--- src/rtl/rx_ring_dma_pkg.sv ---
`timescale 1ns/1ps
package rx_ring_dma_pkg;
  typedef enum logic [2:0] {
    ST_IDLE, ST_FETCH, ST_ADDR, ST_DATA, ST_WB, ST_DROP
  } eng_state_e;

  localparam logic [7:0] OFS_BASE  = 8'h00;
  localparam logic [7:0] OFS_COUNT = 8'h04;
  localparam logic [7:0] OFS_REL   = 8'h08;
  localparam logic [7:0] OFS_CTRL  = 8'h0C;
  localparam logic [7:0] OFS_CLR   = 8'h10;
  localparam logic [7:0] OFS_HWIDX = 8'h14;
  localparam logic [7:0] OFS_DROP  = 8'h18;

  localparam int DESC_LG  = 4;   // 16-byte descriptors
  localparam int STAT_OFS = 4;   // status word byte offset
  localparam int LEN_W    = 14;  // status length field width
endpackage

--- src/rtl/rx_ring_dma_regs.sv ---
`timescale 1ns/1ps
module rx_ring_dma_regs
  import rx_ring_dma_pkg::*;
#(
  parameter int AW     = 32,
  parameter int IDX_W  = 8,
  parameter int DROP_W = 16,
  localparam int CNT_W = IDX_W + 1
) (
  input  logic             clk_i,
  input  logic             rst_ni,
  input  logic             we_i,
  input  logic [7:0]       addr_i,
  input  logic [31:0]      wdata_i,
  output logic [31:0]      rdata_o,
  input  logic [IDX_W-1:0] hw_idx_i,
  input  logic             busy_i,
  input  logic             drop_i,
  output logic [AW-1:0]    base_o,
  output logic [CNT_W-1:0] count_o,
  output logic [IDX_W-1:0] rel_idx_o,
  output logic             en_o,
  output logic             clr_o
);
  logic [DROP_W-1:0] drop_q;
  logic              wdata_unused;

  assign wdata_unused = ^wdata_i;
  assign clr_o = we_i && (addr_i == OFS_CLR) && wdata_i[0];

  always_ff @(posedge clk_i or negedge rst_ni) begin
    if (!rst_ni) begin
      base_o    <= '0;
      count_o   <= '0;
      rel_idx_o <= '0;
      en_o      <= 1'b0;
    end else if (we_i) begin
      case (addr_i)
        OFS_BASE:  base_o    <= wdata_i[AW-1:0];
        OFS_COUNT: count_o   <= wdata_i[CNT_W-1:0];
        OFS_REL:   rel_idx_o <= wdata_i[IDX_W-1:0];
        OFS_CTRL:  en_o      <= wdata_i[0];
        default: ;
      endcase
    end
  end

  // saturating drop counter
  always_ff @(posedge clk_i or negedge rst_ni) begin
    if (!rst_ni)                drop_q <= '0;
    else if (drop_i && !(&drop_q)) drop_q <= drop_q + 1'b1;
  end

  always_comb begin
    case (addr_i)
      OFS_BASE:  rdata_o = 32'(base_o);
      OFS_COUNT: rdata_o = 32'(count_o);
      OFS_REL:   rdata_o = 32'(rel_idx_o);
      OFS_CTRL:  rdata_o = {30'd0, busy_i, en_o};
      OFS_HWIDX: rdata_o = 32'(hw_idx_i);
      OFS_DROP:  rdata_o = 32'(drop_q);
      default:   rdata_o = 32'd0;
    endcase
  end
endmodule

--- src/rtl/rx_ring_dma_engine.sv ---
`timescale 1ns/1ps
module rx_ring_dma_engine
  import rx_ring_dma_pkg::*;
#(
  parameter int AW        = 32,
  parameter int IDX_W     = 8,
  parameter int BUF_BYTES = 2048,
  localparam int CNT_W    = IDX_W + 1,
  localparam int LCNT_W   = $clog2(BUF_BYTES) + 1
) (
  input  logic             clk_i,
  input  logic             rst_ni,
  input  logic             en_i,
  input  logic [AW-1:0]    base_i,
  input  logic [CNT_W-1:0] count_i,
  input  logic [IDX_W-1:0] rel_idx_i,
  input  logic             clr_i,
  input  logic [7:0]       s_data_i,
  input  logic             s_valid_i,
  input  logic             s_last_i,
  output logic             s_ready_o,
  output logic             mem_req_o,
  output logic             mem_we_o,
  output logic [AW-1:0]    mem_addr_o,
  output logic [3:0]       mem_be_o,
  output logic [31:0]      mem_wdata_o,
  input  logic             mem_gnt_i,
  input  logic             mem_rvalid_i,
  input  logic [31:0]      mem_rdata_i,
  output logic [IDX_W-1:0] hw_idx_o,
  output logic             busy_o,
  output logic             drop_o
);
  eng_state_e        state_q;
  logic [IDX_W-1:0]  idx_q, idx_next;
  logic [AW-1:0]     buf_q, waddr_q, desc_addr;
  logic [LCNT_W-1:0] len_q;
  logic [7:0]        wbyte_q;
  logic              pend_q, last_q, full, take;

  assign desc_addr = base_i + AW'({idx_q, {DESC_LG{1'b0}}});
  assign full      = (idx_q == rel_idx_i);
  assign idx_next  = ((CNT_W'(idx_q) + 1'b1) >= count_i) ? '0 : idx_q + 1'b1;
  assign take      = s_ready_o && s_valid_i;
  assign drop_o    = (state_q == ST_IDLE) && en_i && s_valid_i && full;
  assign busy_o    = (state_q != ST_IDLE);
  assign hw_idx_o  = idx_q;

  always_comb begin
    mem_req_o   = 1'b0;
    mem_we_o    = 1'b0;
    mem_addr_o  = desc_addr;
    mem_be_o    = 4'h0;
    mem_wdata_o = 32'd0;
    s_ready_o   = 1'b0;
    case (state_q)
      ST_FETCH: mem_req_o = 1'b1;
      ST_DATA: begin
        mem_req_o   = pend_q;
        mem_we_o    = 1'b1;
        mem_addr_o  = {waddr_q[AW-1:2], 2'b00};
        mem_be_o    = 4'b0001 << waddr_q[1:0];
        mem_wdata_o = {4{wbyte_q}};
        s_ready_o   = !pend_q && !last_q;
      end
      ST_WB: begin
        mem_req_o   = 1'b1;
        mem_we_o    = 1'b1;
        mem_addr_o  = desc_addr + AW'(STAT_OFS);
        mem_be_o    = 4'hF;
        mem_wdata_o = {1'b1, 1'b1, LEN_W'(len_q), 16'h0000};
      end
      ST_DROP: s_ready_o = 1'b1;
      default: ;
    endcase
  end

  always_ff @(posedge clk_i or negedge rst_ni) begin
    if (!rst_ni) begin
      state_q <= ST_IDLE;
      buf_q   <= '0;
      waddr_q <= '0;
      len_q   <= '0;
      wbyte_q <= '0;
      pend_q  <= 1'b0;
      last_q  <= 1'b0;
    end else begin
      case (state_q)
        ST_IDLE:  if (en_i && s_valid_i) state_q <= full ? ST_DROP : ST_FETCH;
        ST_FETCH: if (mem_gnt_i) state_q <= ST_ADDR;
        ST_ADDR: if (mem_rvalid_i) begin
          buf_q   <= mem_rdata_i[AW-1:0];
          len_q   <= '0;
          pend_q  <= 1'b0;
          last_q  <= 1'b0;
          state_q <= ST_DATA;
        end
        ST_DATA: begin
          if (pend_q && mem_gnt_i) pend_q <= 1'b0;
          if (take) begin
            if (len_q < LCNT_W'(BUF_BYTES)) begin   // bytes past the page are dropped
              pend_q  <= 1'b1;
              waddr_q <= buf_q + AW'(len_q);
              wbyte_q <= s_data_i;
              len_q   <= len_q + 1'b1;
            end
            if (s_last_i) last_q <= 1'b1;
          end
          if (last_q && !pend_q) state_q <= ST_WB;
        end
        ST_WB:   if (mem_gnt_i) state_q <= ST_IDLE;
        ST_DROP: if (s_valid_i && s_last_i) state_q <= ST_IDLE;
        default: state_q <= ST_IDLE;
      endcase
    end
  end

  // clear wins over the write-back advance
  always_ff @(posedge clk_i or negedge rst_ni) begin
    if (!rst_ni)                               idx_q <= '0;
    else if (clr_i)                            idx_q <= '0;
    else if (state_q == ST_WB && mem_gnt_i)    idx_q <= idx_next;
  end
endmodule

--- src/rtl/rx_ring_dma.sv ---
`timescale 1ns/1ps
module rx_ring_dma #(
  parameter int AW        = 32,
  parameter int IDX_W     = 8,
  parameter int DROP_W    = 16,
  parameter int BUF_BYTES = 2048
) (
  input  logic          clk_i,
  input  logic          rst_ni,
  input  logic          reg_we_i,
  input  logic [7:0]    reg_addr_i,
  input  logic [31:0]   reg_wdata_i,
  output logic [31:0]   reg_rdata_o,
  input  logic [7:0]    s_data_i,
  input  logic          s_valid_i,
  input  logic          s_last_i,
  output logic          s_ready_o,
  output logic          mem_req_o,
  output logic          mem_we_o,
  output logic [AW-1:0] mem_addr_o,
  output logic [3:0]    mem_be_o,
  output logic [31:0]   mem_wdata_o,
  input  logic          mem_gnt_i,
  input  logic          mem_rvalid_i,
  input  logic [31:0]   mem_rdata_i
);
  localparam int CNT_W = IDX_W + 1;

  logic [AW-1:0]    ring_base;
  logic [CNT_W-1:0] ring_count;
  logic [IDX_W-1:0] rel_idx, hw_idx;
  logic             eng_en, idx_clr, eng_busy, drop_evt;

  rx_ring_dma_regs #(.AW(AW), .IDX_W(IDX_W), .DROP_W(DROP_W)) i_regs (
    .clk_i, .rst_ni,
    .we_i(reg_we_i), .addr_i(reg_addr_i), .wdata_i(reg_wdata_i), .rdata_o(reg_rdata_o),
    .hw_idx_i(hw_idx), .busy_i(eng_busy), .drop_i(drop_evt),
    .base_o(ring_base), .count_o(ring_count), .rel_idx_o(rel_idx),
    .en_o(eng_en), .clr_o(idx_clr)
  );

  rx_ring_dma_engine #(.AW(AW), .IDX_W(IDX_W), .BUF_BYTES(BUF_BYTES)) i_engine (
    .clk_i, .rst_ni,
    .en_i(eng_en), .base_i(ring_base), .count_i(ring_count),
    .rel_idx_i(rel_idx), .clr_i(idx_clr),
    .s_data_i, .s_valid_i, .s_last_i, .s_ready_o,
    .mem_req_o, .mem_we_o, .mem_addr_o, .mem_be_o, .mem_wdata_o,
    .mem_gnt_i, .mem_rvalid_i, .mem_rdata_i,
    .hw_idx_o(hw_idx), .busy_o(eng_busy), .drop_o(drop_evt)
  );
endmodule

--- config.mk ---
export PLATFORM = sky130hd
export DESIGN_NAME = rx_ring_dma
export DESIGN_NICKNAME = d
export VERILOG_FILES = /design/src/rtl/rx_ring_dma_pkg.sv /design/src/rtl/rx_ring_dma_regs.sv /design/src/rtl/rx_ring_dma_engine.sv /design/src/rtl/rx_ring_dma.sv
export SDC_FILE = /design/constraint.sdc
export NUM_CORES = 1
export LEC_CHECK = 0
export ABC_CLOCK_PERIOD_IN_PS = 4600
export BUFFER_PORTS_ARGS = -buffer_cell sky130_fd_sc_hd__buf_2
export CORE_ASPECT_RATIO = 1.25
export CORE_MARGIN = 10
export CORE_UTILIZATION = 27
export CTS_CLUSTER_DIAMETER = 200
export CTS_CLUSTER_SIZE = 8
export DETAILED_ROUTE_END_ITERATION = 10
export PLACE_DENSITY_LB_ADDON = 0.15
export SLEW_MARGIN = 5
export SYNTH_ARGS = -nofsm -noshare
export SYNTH_HDL_FRONTEND = slang
export SYNTH_SLANG_ARGS = --single-unit
export TNS_END_PERCENT = 10
--- constraint.sdc ---
create_clock -name clk_i -period 4.6 [get_ports clk_i]
set_clock_uncertainty 0.05 [all_clocks]
set_input_delay 0.23 -clock clk_i [delete_from_list [all_inputs] [get_ports clk_i]]
set_output_delay 0.23 -clock clk_i [all_outputs]
set_load 0.01 [all_outputs]
== Word-level counts from Yosys, hierarchy flattened ==
Index checks and enable logic that the tools add are counted.
Word-level totals
  latch bits: 0
  register bits: 163
  RAM bits: 0
  output and inout port bits: 103
  memory bits (read-only): 0
  word-level logic and storage cells: 108
  memories kept: 0
  input port bits: 87
Operators by class
  shift-type cells: 1
  mux-type cells: 30
  equality and inequality tests: 21
  reduce and logical (&&, ||, !) cells: 34
  bitwise gates (word level): 0
  div/mod/pow operators: 0
  magnitude comparators: 2
  add/sub/neg operators: 7
  $mul: 0
Operator list (count)
  32-bit case mux with 6 select lines: 1
  32-bit case mux with 2 select lines: 2
  32-bit by 12-bit adder with 32-bit output: 2
  12-bit two-way mux: 3
  32-bit by 3-bit adder with 32-bit output (second input constant): 1
  8-bit by 5-bit == test with 1-bit output (second input constant): 3
  8-bit two-way mux: 3
  12-bit case mux with 2 select lines: 1
  3-bit two-way mux: 7
  3-bit case mux with 6 select lines: 1
  16-bit by 1-bit adder with 16-bit output (second input constant): 1
  8-bit by 4-bit == test with 1-bit output (second input constant): 2
  16-bit AND reduction: 1
  1-bit logical AND: 13
  12-bit by 1-bit adder with 12-bit output (second input constant): 1
  12-bit < comparator (second input constant): 1
  2-bit AND reduction: 6
  2-bit inequality test (second input constant): 5
  8-bit by 1-bit adder with 9-bit output (second input constant): 1
  9-bit greater-or-equal comparator: 1
  8-bit by 1-bit adder with 8-bit output (second input constant): 1
  8-bit by 3-bit == test with 1-bit output (second input constant): 1
  8-bit == test: 1
  8-bit zero test: 1
  16 further kinds: 35

== Logic depth before layout (Yosys ltp) ==
Gate-level depths: netlist of the first run.
  depth after elaboration: 6
  depth in mapped cells: 12
  gate-level depth less buffers: 11

== Modules after synthesis ==
Synthesis of the first run repeated with hierarchy kept, for this count alone.
Second synthesis, totals
  cells, all modules: 1243
  area, all modules: 11089.4 µm²
By module, submodules not included
  rx_ring_dma_engine: area each 7733.7 µm², cells an instance 982, sequential area each 2427.3 µm², times used 1
  rx_ring_dma_regs: area each 3355.7 µm², cells an instance 261, sequential area each 1651.6 µm², times used 1

== Worst setup path before layout of the first run ==
OpenSTA, ideal clock, no wires.
  path type: register to output
  start: register i_engine.idx_q[0] (netlist: i_engine.hw_idx_o[0])
  end: output port mem_addr_o[21]
  required time: 4.320 ns
  path buffers: 0
  data arrival time: 3.307 ns
  stages on the path, launching flop included: 10
  slack: 1.013 ns
  cells stage by stage: dfrtp_1 -> ha_1 -> fa_1 -> a211o_1 -> a2111oi_1 -> nand4_1 -> or3_1 -> or4_1 -> o2111ai_1 -> nand4_1
Between the ends
  word-level cells in the longest chain between the ends: 3
Ends and longest elaborated chain
  start: declaration: RTL line rx_ring_dma_engine.sv:35  | logic [IDX_W-1:0] idx_q, idx_next;
  start signal: assignment: RTL line rx_ring_dma_engine.sv:122  | else if (state_q == ST_WB && mem_gnt_i) idx_q <= idx_next;
  32-bit by 12-bit adder with 32-bit output *: RTL line rx_ring_dma_engine.sv:41  | assign desc_addr = base_i + AW'({idx_q, {DESC_LG{1'b0}}});
  32-bit by 3-bit adder with 32-bit output: RTL line rx_ring_dma_engine.sv:69  | mem_addr_o = desc_addr + AW'(STAT_OFS);
  32-bit case mux with 2 select lines *: RTL line rx_ring_dma_engine.sv:56  | case (state_q)
  end: declaration: RTL line rx_ring_dma.sv:20  | output logic [AW-1:0] mem_addr_o,
Mark *: on every way between the ends. The rest lies on a longest branch, timed or not.

== Worst setup path after layout of the first run ==
  start: register i_engine.idx_q[0] (netlist: i_engine.hw_idx_o[0])
  end: output port mem_addr_o[26]
The elaborated chain is that of the path after synthesis.

==> metrics.md, run 1 <==
| Metric | Value |
|---|---|
| Status | finished clean |
| CP endpoint kind | output pin |
| Die W | 199.1 um |
| CTS root buf | clkbuf_16 |
| Fin crit share | 0.9434 |
| PnR Total Power | 5.513 mW |
| Share of cells above drive strength 1 | 0.2481 |
| Endpoints failing setup | 0 |
| Leakage Power | 6.224 nW |
| # nets final | 1528 |
| Worst VDD drop | 0.2533 mV |
| Share of the synthesized area in the top cell type | 0.3766 |
| Synth unique cells | 85 |
| Clock Path Buffers | 2 |
| Chip Height | 243.9 um |
| CP Data Required Time | 4.32 ns |
| Switching Power | 2.133 mW |
| Crit Path Category | reg2out |
| 1st-iter DRT viols | 548 |
| Syn nets | 1299 |
| Setup_tns | 0 ns |
| Fmax | 230.4 MHz |
| Synth Instances | 1177 |
| Synth Cell Area | 10830 um2 |
| Max Slew Vio Count | 0 |
| Rel. slew slack | 0.2188 |
| Busiest grt layer | met2 |
| Final RePlAce weighted congestion | 0.8167 |
| Final wirelength | 36770 um |
| Initial core utilization | 0.2714 |
| Max-cap violations | 0 |
| Part of the power in registers | 0.390 |
| Logic pwr share | 0.350 |
| Total number of yosys warnings | 0 |
| GR Util met2 | 0.2598 |
| CTS Buf Count | 17 |
| Sw frac | 0.3868 |
| Met3 Use GR | 0.02254 |
| Post-synthesis sequential area ratio | 0.3766 |
| Crit path largest cell delay | 0.47 ns |
| Commonest cells in the netlist | 163 x dfrtp_1, 141 x nand2_1, 74 x mux2_2 |
| Global-route usage over all layers | 0.1522 |
| TritonCTS clock tree | yes |
| Largest net degree at the start of global routing | 86 |
| P per Cell Area | 404.9 nW/um2 |
| Initial antenna violation count | 0 |
| Most numerous cell in the Yosys netlist | dfrtp_1 |
| Area grow syn2layout | 25.69% |
| Ys async rst share | 1.000 |
| GRT overflow | 0 |
| Met1 GRT Util | 0.1904 |
| CP Cell Sequence | ha_1 -> fa_2 -> a211o_2 -> a211oi_2 -> o211ai_1 -> nor4_4 -> o2111ai_2 -> a2111oi_4 -> buf_4 -> a21oi_1 -> o31ai_1 -> buf_2 |
| DR vias/cell | 5.029 |
| Wirelength per Cell | 19.12 um |
| Ranking of synthesized cells by area | dfrtp_1 38%, mux2_2 7.7%, nand2_1 4.9% |
| CP max-delay cell | dfrtp_2 |
| CP Max Fanout | 9 |
| CP startpoint kind | register |
| RSZ-0062 raised after global routing | no |
| Final min period | 4.340 ns |
| Core Area | 39910 um2 |
| Worst-path clk slew | 0.07 ns |
| Internal | 3.380 mW |
| Worst-Skew Late Latency | 0.45 ns |
| Row count | 82 |
| IO Pins | 190 |
| Drc violations | 0 |
| First-pass GRT wire length | 58190 um |
| Via count | 9671 |
| Critical Path AT | 4.06 ns |
| Final HPWL DP | 28710 um |
| Die area | 48580 um2 |
| Clock sink count | 163 |
| Vias in the first global route | 9938 |
| Final Hold Fails | 0 |
| Min Hold Slack | 0.02680 ns |
| Worst Tran Pin Value | 1.169 ns |
| Critical path's top delay family | compound AO/OA/AOI/OAI gates |
| Worst min path class | in2reg |
| CP Buf/Inv Count | 2 |
| Clk pwr share | 0.260 |
| H-tree depth | 4 |
| Diodes inserted | 0 |
| Predominant post-synthesis flop cell | dfrtp_1 |
| Syn avg cell area | 9.203 um2 |
| Port Buffers | 189 |
| Top cell type by total area after synthesis | dfrtp_1 |
| Pre-Repair DR Iteration Count | 5 |
| Synthesis-stage register bit count | 163 |
| Antenna viol nets, final | 0 |
| Post-synth EDFFs | 0 |
## cells in the final DEF, fill, tap and decap left out, types with 12 or more instances in the layout
cell,n
nand4_1,26
dfrtp_1,162
dlygate4sd3_1,70
or3_1,12
a31oi_1,12
a211oi_1,12
o211ai_1,16
nor3_1,25
mux2_2,74
xor2_1,29
nand2_1,141
and3_1,28
a21o_1,25
nand3_1,43
o31ai_1,14
a22oi_1,32
ha_1,33
inv_1,42
clkbuf_16,17
nor4_1,12
and2_1,18
a21oi_1,31
nor2_1,59
o21ai_0,68
buf_2,188
xnor2_1,58
buf_4,18
## power by group through the flow
stage          registers, mW  logic, mW  clock network [mW]
6_report                2.15       1.93                1.43
5_1_grt                 2.22       2.17                1.54
4_1_cts                 2.16       1.96                1.49
3_5_place_dp            2.19       1.90                   0
3_3_place_gp            2.18       1.89                   0
2_1_floorplan           2.02       1.34                   0
## layer usage
layer,vias to the layer above,share of wire
li1,4760,-
met1,4691,0.45
met2,188,0.50
met3,32,0.036
met4,0,0.021
met5,-,0
## stage by stage
step           utilization  instances  setup slack (ns)  instance area, um2
2_1_floorplan            -       1177             1.013               10830
3_3_place_gp        0.3075       1820            0.4280               12270
3_5_place_dp        0.3075       1820            0.4267               12270
4_1_cts             0.3398       1922           0.04943               13560
5_1_grt             0.3411       1923           0.02383               13610
6_report            0.3411       1923            0.2602               13610
## final timing paths
check | startpoint | endpoint | slack, ns | cells past startpoint
max | i_engine.hw_idx_o[0] | mem_addr_o[26] | 0.26 | 12
min | s_last_i | i_engine.last_q | 0.03 | 3
max reg2reg | i_engine.state_q[0] | i_regs.drop_q[15] | 1.27 | 9
min reg2reg | i_engine.wbyte_q[1] | i_engine.wbyte_q[1] | 0.42 | 2
max in group asynchronous | rst_ni | i_engine.len_q[7] | 3.20 | 3
min in group asynchronous | rst_ni | i_regs.base_o[20] | 0.34 | 2
## what timing repair did
action                                 4_1_cts  5_1_grt
buffers inserted                             0        1
hold buffers                                70        0
setup endpoints to repair                    5       13
resized for setup                            2       10
pin swaps                                    1        2
endpoints found under the hold margin      158        0
## state kept, by name (all words and copies together), names as in the netlist
register / cells
i_engine.pend_q: 1
i_engine.waddr_q: 32
i_regs.count_o: 9
i_engine.len_q: 12
i_engine.state_q: 3
i_engine.hw_idx_o: 8
i_regs.rel_idx_o: 8
i_engine.last_q: 1
i_regs.drop_q: 16
i_regs.base_o: 32
i_engine.buf_q: 32
i_engine.wbyte_q: 8
i_regs.en_o: 1
## tightest hold or removal path: cells and delay by family
kind / cells / cell delay (ns)
AO/OA/AOI/OAI: 1 / 0.07
buffers and inverters: 1 / 0.10
AND/OR/NAND/NOR: 1 / 0.08
## cell type report
class | count | area [um2]
Clock inverter | 13 | 126.4
Sequential cell | 163 | 4080
Tap cell | 504 | 630.6
Inverter | 43 | 161.4
Clock buffer | 19 | 452.9
Timing Repair Buffer | 278 | 1808
Fill cell | 4175 | 26300
Multi-Input combinational cell | 903 | 6355
## kinds of logic (layout without fill, tap and decap cells)
family | count (synthesis) | count (layout) | synth area share
AO/OA/AOI/OAI | 281 | 281 | 0.1874
XOR/XNOR | 87 | 87 | 0.07035
adder cells (fa/ha/maj) | 35 | 35 | 0.04182
buffers and inverters | 111 | 353 | 0.04274
flip-flops | 163 | 163 | 0.3766
multiplexers | 81 | 81 | 0.08340
AND/OR/NAND/NOR | 419 | 419 | 0.1978
(Power assumes the default switching activity.)
==> run 2: changes to the inputs <==
BUFFER_PORTS_ARGS = -buffer_cell sky130_fd_sc_hd__buf_4   (was -buffer_cell sky130_fd_sc_hd__buf_2)
==> metrics.md, run 2 (synthesis gave the netlist of run 1 again) <==
| Metric | Value |
|---|---|
| Clock sink count | 163 (unchanged) |
| Crit Path Category | reg2out |
| Share of cells above drive strength 1 | 0.2447 (-0.003336) |
| Vias in the first global route | 9938 (unchanged) |
| Cell Count, Final, Fillers Out | 1926 (+0.16%) |
| Fin crit share | 0.9438 (about the same) |
| Worst VDD drop | 0.2539 mV (+0.23%) |
| Final worst slack | 0.2587 ns (-0.001510 ns) |
| H-tree depth | 4 (unchanged) |
| Core Area | 39910 um2 (unchanged) |
| CP startpoint kind | register |
| Worst Hold Depth | 2 (-1) |
| Initial core utilization | 0.2714 (unchanged) |
| CP Max Fanout | 9 (unchanged) |
| Worst reg2reg startpoint | i_engine.state_q[2] |
| Die area | 48580 um2 (unchanged) |
| Hold Crit Endpoint | i_regs.rel_idx_o[6] |
| Worst reg2reg path depth | 8 (-1) |
| Initial antenna violation count | 0 (unchanged) |
| Global-route usage over all layers | 0.1535 (+0.001283) |
| CP Data Required Time | 4.32 ns (about the same) |
| Wirelength per Cell | 19.33 um (+1.1%) |
| GRT overflow | 0 (unchanged) |
| TritonCTS clock tree | yes |
| Final Hold Fails | 0 (unchanged) |
| Port Buffers | 189 (unchanged) |
| P per Cell Area | 395.5 nW/um2 (-2.3%) |
| Worst-Skew Late Latency | 0.44 ns (about the same) |
| Critical path's top delay family | simple AND/OR/NAND/NOR gates |
| Fmax | 230.3 MHz (about the same) |
| Sw frac | 0.3768 (-0.01002) |
| Worst Tran Pin Value | 1.241 ns (+0.07168 ns) |
| CP Cell Sequence | ha_1 -> and3_4 -> a22oi_2 -> a221oi_1 -> or2_1 -> or3_1 -> or4_1 -> o2111ai_1 -> nand4_1 -> buf_4 |
| Logic pwr share | 0.370 (+0.020) |
| Clock Path Buffers | 2 (unchanged) |
| Critical Path AT | 4.06 ns (about the same) |
| Final RePlAce weighted congestion | 0.8284 (+1.4%) |
| Area grow syn2layout | 30.26% |
| Clk pwr share | 0.245 (-0.015) |
| Crit. Startpoint | i_engine.hw_idx_o[2] |
| FF-to-FF End | i_regs.drop_q[15] |
| # nets final | 1532 (+0.26%) |
| Worst-path clk slew | 0.06 ns (about the same) |
| IO Pins | 190 (unchanged) |
| Final HPWL DP | 28810 um (+0.33%) |
| Pre-Repair DR Iteration Count | 5 (unchanged) |
| Hold Crit Start | reg_wdata_i[6] |
| Worst min path class | in2reg |
| Final min period | 4.341 ns (+0.001510 ns) |
| CTS root buf | clkbuf_16 |
| RSZ-0062 raised after global routing | no |
| CP endpoint kind | output pin |
| Leakage Power | 6.314 nW (+1.5%) |
| Antenna viol nets, final | 0 (unchanged) |
| Max-cap violations | 0 (unchanged) |
| Most common cell after layout, fill and taps aside | buf_4 |
| Row count | 82 (unchanged) |
| Max Slew Vio Count | 0 (unchanged) |
| Largest registers | i_engine.buf_q: 32 flops, i_engine.waddr_q: 32 flops, i_regs.base_o: 32 flops |
| Via count | 9660 (-0.11%) |
| Final wirelength | 37230 um (+1.2%) |
| Most frequent cells in the layout | 209 x buf_4, 162 x dfrtp_1, 141 x nand2_1 |
| Diodes inserted | 0 (unchanged) |
| Place WS | 0.3440 ns (-0.08274 ns) |
| CP max-delay cell | dfrtp_1 |
| Number of fillers in the final layout | 4092 (-2.0%) |
| Setup slack, reg-to-reg | 1.20 ns (-0.07 ns) |
| Internal | 3.477 mW (+2.9%) |
| CTS Buf Count | 17 (unchanged) |
| Die W | 199.1 um (unchanged) |
| Chip Height | 243.9 um (unchanged) |
| First-pass GRT wire length | 58750 um (+0.96%) |
| Crit path largest cell delay | 0.51 ns (+0.04 ns) |
| Rel. slew slack | 0.1665 (-0.05227) |
| Placed insts | 1821 (+0.055%) |
| Status | finished clean |
| Switching Power | 2.103 mW (-1.4%) |
| DR vias/cell | 5.016 (-0.27%) |
| Drc violations | 0 (unchanged) |
| Largest net degree at the start of global routing | 94 (+9.3%) |
| Endpoints failing setup | 0 (unchanged) |
| Part of the power in registers | 0.385 (-0.005) |
| Setup_tns | 0 ns (unchanged) |
| 1st-iter DRT viols | 517 (-5.7%) |
| CP Buf/Inv Count | 1 (-1) |
## run 2: cell count changes in the layout (fill, tap and decap cells not counted), moves of 2 or more
cell	delta
dlygate4sd3_1	+2
inv_8	-2
clkbuf_1	+4
buf_4	+191
a211oi_2	-2
buf_2	-188
clkinvlp_4	-4
## run 2: what timing repair did
item,in CTS,in global routing
resized for setup,2,13
buffers inserted,0,2
pin swaps,1,4
hold buffers,72,0
endpoints found under the setup margin,11,12
hold endpoints to repair,174,0
## run 2: layout make-up
type / instances / area [um2] / area share
multi-input combinational: 903 / 6390 / 0.4529
sequential: 163 / 4080 / 0.2892
timing repair buffer: 282 / 2301 / 0.1631
tap: 504 / 630.6 / 0.04469
clock buffer: 23 / 467.9 / 0.03316
inverter: 43 / 161.4 / 0.01144
clock inverter: 8 / 78.83 / 0.005587
## run 2: worst max path at each step
stage	slack, ns	cells past startpoint	endpoint
after floorplan	1.01	9	mem_addr_o[21]
after global placement	0.41	10	mem_addr_o[21]
after detailed placement	0.34	10	mem_addr_o[31]
after CTS	-0.04	11	mem_addr_o[31]
after global routing	0.05	12	mem_addr_o[30]
final	0.26	10	mem_addr_o[21]
## run 2: power by group through the flow
stage	combinational, mW	clock, mW	sequential [mW]
finish	2.07	1.37	2.15
detailed placement	2.02	0	2.18
global route	2.31	1.48	2.21
floorplan	1.34	0	2.02
CTS	2.09	1.42	2.15
global placement	2.01	0	2.17
## run 2: per-stage QoR
| step | hold slack [ns] | power (mW) | utilization | area [um2] |
|---|---|---|---|---|
| 4_1_cts | 0.006164 | 5.662 | 0.3511 | 14010 |
| 2_1_floorplan | -0.1156 | 3.355 | - | 10830 |
| 5_1_grt | 0.006022 | 5.997 | 0.3535 | 14110 |
| 6_report | 0.03051 | 5.580 | 0.3535 | 14110 |
| 3_3_place_gp | 0.3513 | 4.177 | 0.3191 | 12740 |
| 3_5_place_dp | 0.3517 | 4.203 | 0.3191 | 12740 |
## run 2: per-layer routing
layer | vias up | track usage | share of wire
li1 | 4778 | - | -
met1 | 4664 | 0.1981 | 0.45
met2 | 187 | 0.2572 | 0.50
met3 | 31 | 0.02652 | 0.038
met4 | 0 | 0.04158 | 0.015
met5 | - | 0 | 0
==> run 3: changes to the inputs <==
ABC_CLOCK_PERIOD_IN_PS = 4500   (was 4600)
CTS_BUF_LIST = sky130_fd_sc_hd__clkbuf_8   (was unset)
TNS_END_PERCENT = unset   (was 10)
clock period = 4.5 ns   (was 4.6 ns; I/O delays follow)
==> metrics.md, run 3 (synthesis gave the netlist of run 1 again) <==
| Metric | Value |
|---|---|
| Final RePlAce weighted congestion | 0.8447 (+2.0%) |
| # nets final | 1542 (+0.65%) |
| Switching Power | 2.149 mW (+2.2%) |
| Port Buffers | 189 (unchanged) |
| Largest registers | i_engine.buf_q: 32 flops, i_engine.waddr_q: 32 flops, i_regs.base_o: 32 flops |
| Max Slew Vio Count | 0 (unchanged) |
| Drc violations | 0 (unchanged) |
| Status | finished clean |
| Global-route usage over all layers | 0.1537 (+0.0002644) |
| Crit Path Category | reg2out |
| Max-cap violations | 0 (unchanged) |
| Crit path largest cell delay | 0.51 ns (about the same) |
| Sw frac | 0.3947 (+0.01792) |
| IO Pins | 190 (unchanged) |
| Placed cell area | 12790 um2 (+0.41%) |
| Most common cell after layout, fill and taps aside | buf_4 |
| P per Cell Area | 388.7 nW/um2 (-1.7%) |
| Clock sink count | 163 (unchanged) |
| CP startpoint kind | register |
| Die W | 199.1 um (unchanged) |
| Number of fillers in the final layout | 4108 (+0.39%) |
| GRT overflow | 0 (unchanged) |
| Final HPWL DP | 28860 um (+0.17%) |
| Core Util, Final | 0.3509 (-0.002602) |
| Critical Path AT | 4.06 ns (about the same) |
| Pre-Repair DR Iteration Count | 5 (unchanged) |
| Share of cells above drive strength 1 | 0.2498 (+0.005100) |
| Area grow syn2layout | 29.31% |
| Fmax | 230.5 MHz |
| Internal | 3.295 mW (-5.3%) |
| Part of the power in registers | 0.399 (+0.014) |
| Worst min path class | in2reg |
| CTS root buf | clkbuf_8 |
| Initial antenna violation count | 1 (+1) |
| Worst VDD drop | 0.1977 mV (-22%) |
| Clock Path Buffers | 2 (unchanged) |
| Worst-path clk slew | 0.10 ns (+0.04 ns) |
| CP Cell Sequence | ha_1 -> and3_4 -> a22oi_2 -> a221oi_1 -> or2_1 -> or3_4 -> or4_1 -> o2111ai_1 -> nand4_1 -> buf_4 |
| Core Area | 39910 um2 (unchanged) |
| CP endpoint kind | output pin |
| Design area | 14010 um2 (-0.74%) |
| Clk pwr share | 0.207 (-0.038) |
| CP Data Required Time | 4.22 ns (-0.10 ns) |
| 1st-iter DRT viols | 712 (+38%) |
| Fin crit share | 0.9640 |
| Row count | 82 (unchanged) |
| DR vias/cell | 5.045 (+0.59%) |
| Min Hold Slack | 0.04849 ns (+0.01797 ns) |
| Worst Tran Pin Value | 1.022 ns (-0.2190 ns) |
| H-tree depth | 4 (unchanged) |
| Initial core utilization | 0.2714 (unchanged) |
| Final Hold Fails | 0 (unchanged) |
| Final wirelength | 37490 um (+0.71%) |
| Via count | 9778 (+1.2%) |
| Logic pwr share | 0.395 (+0.025) |
| Die area | 48580 um2 (unchanged) |
| Leakage Power | 6.295 nW (-0.31%) |
| Endpoints failing setup | 0 (unchanged) |
| CTS Buf Count | 17 (unchanged) |
| Wirelength per Cell | 19.35 um (about the same) |
| Antenna viol nets, final | 0 (unchanged) |
| Largest net degree at the start of global routing | 99 (+5.3%) |
| CP Max Fanout | 8 (-1) |
| Rel. slew slack | 0.3157 (+0.1492) |
| Chip Height | 243.9 um (unchanged) |
| Setup_tns | 0 ns (unchanged) |
| Most frequent cells in the layout | 217 x buf_4, 162 x dfrtp_1, 141 x nand2_1 |
| Worst-Skew Late Latency | 0.48 ns (+0.04 ns) |
| First-pass GRT wire length | 58790 um (about the same) |
| Vias in the first global route | 10050 (+1.2%) |
| Final min period | 4.338 ns |
| TritonCTS clock tree | yes |
| CP max-delay cell | dfrtp_1 |
| PnR Total Power | 5.444 mW (-2.4%) |
-- run 3: per-layer routing --
layer	vias to the layer above	GRT usage	wire length, um	share of wire
met3	39	0.02171	1465	0.039
met2	210	0.2589	18320	0.49
met5	-	0	0	0
met4	0	0.05484	836	0.022
li1	4797	-	-	-
met1	4732	0.1954	16870	0.45
-- run 3: path summary, 6_finish.rpt --
| check | from | to | slack (ns) | cells past startpoint |
|---|---|---|---|---|
| worst max-delay path | i_engine.hw_idx_o[3] | mem_addr_o[21] | 0.16 | 10 |
| worst min-delay path | mem_gnt_i | i_engine.pend_q | 0.05 | 4 |
| worst max register to register | i_engine.state_q[2] | i_regs.drop_q[15] | 0.94 | 8 |
| worst min register to register | i_engine.wbyte_q[0] | i_engine.wbyte_q[0] | 0.42 | 2 |
| max in group asynchronous | rst_ni | i_regs.base_o[5] | 2.93 | 3 |
| min in group asynchronous | rst_ni | i_regs.base_o[25] | 0.36 | 2 |
-- run 3: area by class of cell --
cell class / count / area (um2) / share of cell area
multi-input combinational: 903 / 6355 / 0.4537
sequential: 163 / 4080 / 0.2913
timing repair buffer: 292 / 2381 / 0.1700
tap: 504 / 630.6 / 0.04502
clock buffer: 19 / 261.5 / 0.01867
inverter: 43 / 161.4 / 0.01152
clock inverter: 13 / 133.9 / 0.009559
antenna: 1 / 2.502 / 0.0001787
-- run 3: power by group through the flow --
stage	Sequential, mW	Combinational [mW]	Clock [mW]
after floorplan	2.06	1.37	0
after global placement	2.19	2.10	0
after detailed placement	2.21	2.11	0
after CTS	2.18	2.17	1.18
after global routing	2.23	2.40	1.24
final	2.17	2.15	1.12
-- run 3: worst max-delay path: cells and delay by family, from the launching register on --
family                   cells  cell delay (ns)
AND/OR/NAND/NOR              5             1.63
flip-flops                   1             0.51
AO/OA/AOI/OAI                3             0.82
adder cells (fa/ha/maj)      1             0.43
buffers and inverters        1             0.20
-- run 3: repair_timing --
action,in CTS,in global routing
endpoints found under the setup margin,11,11
hold buffers,74,0
resized for setup,5,6
buffers inserted,0,3
pin swaps,1,3
hold endpoints to repair,187,0
-- run 3: through the flow --
step | worst slack (ns) | std cells
5_1_grt | -0.005236 | 1938
3_5_place_dp | 0.4272 | 1828
4_1_cts | 0.02724 | 1934
3_3_place_gp | 0.4894 | 1828
6_report | 0.1621 | 1938
2_1_floorplan | 0.9184 | 1177
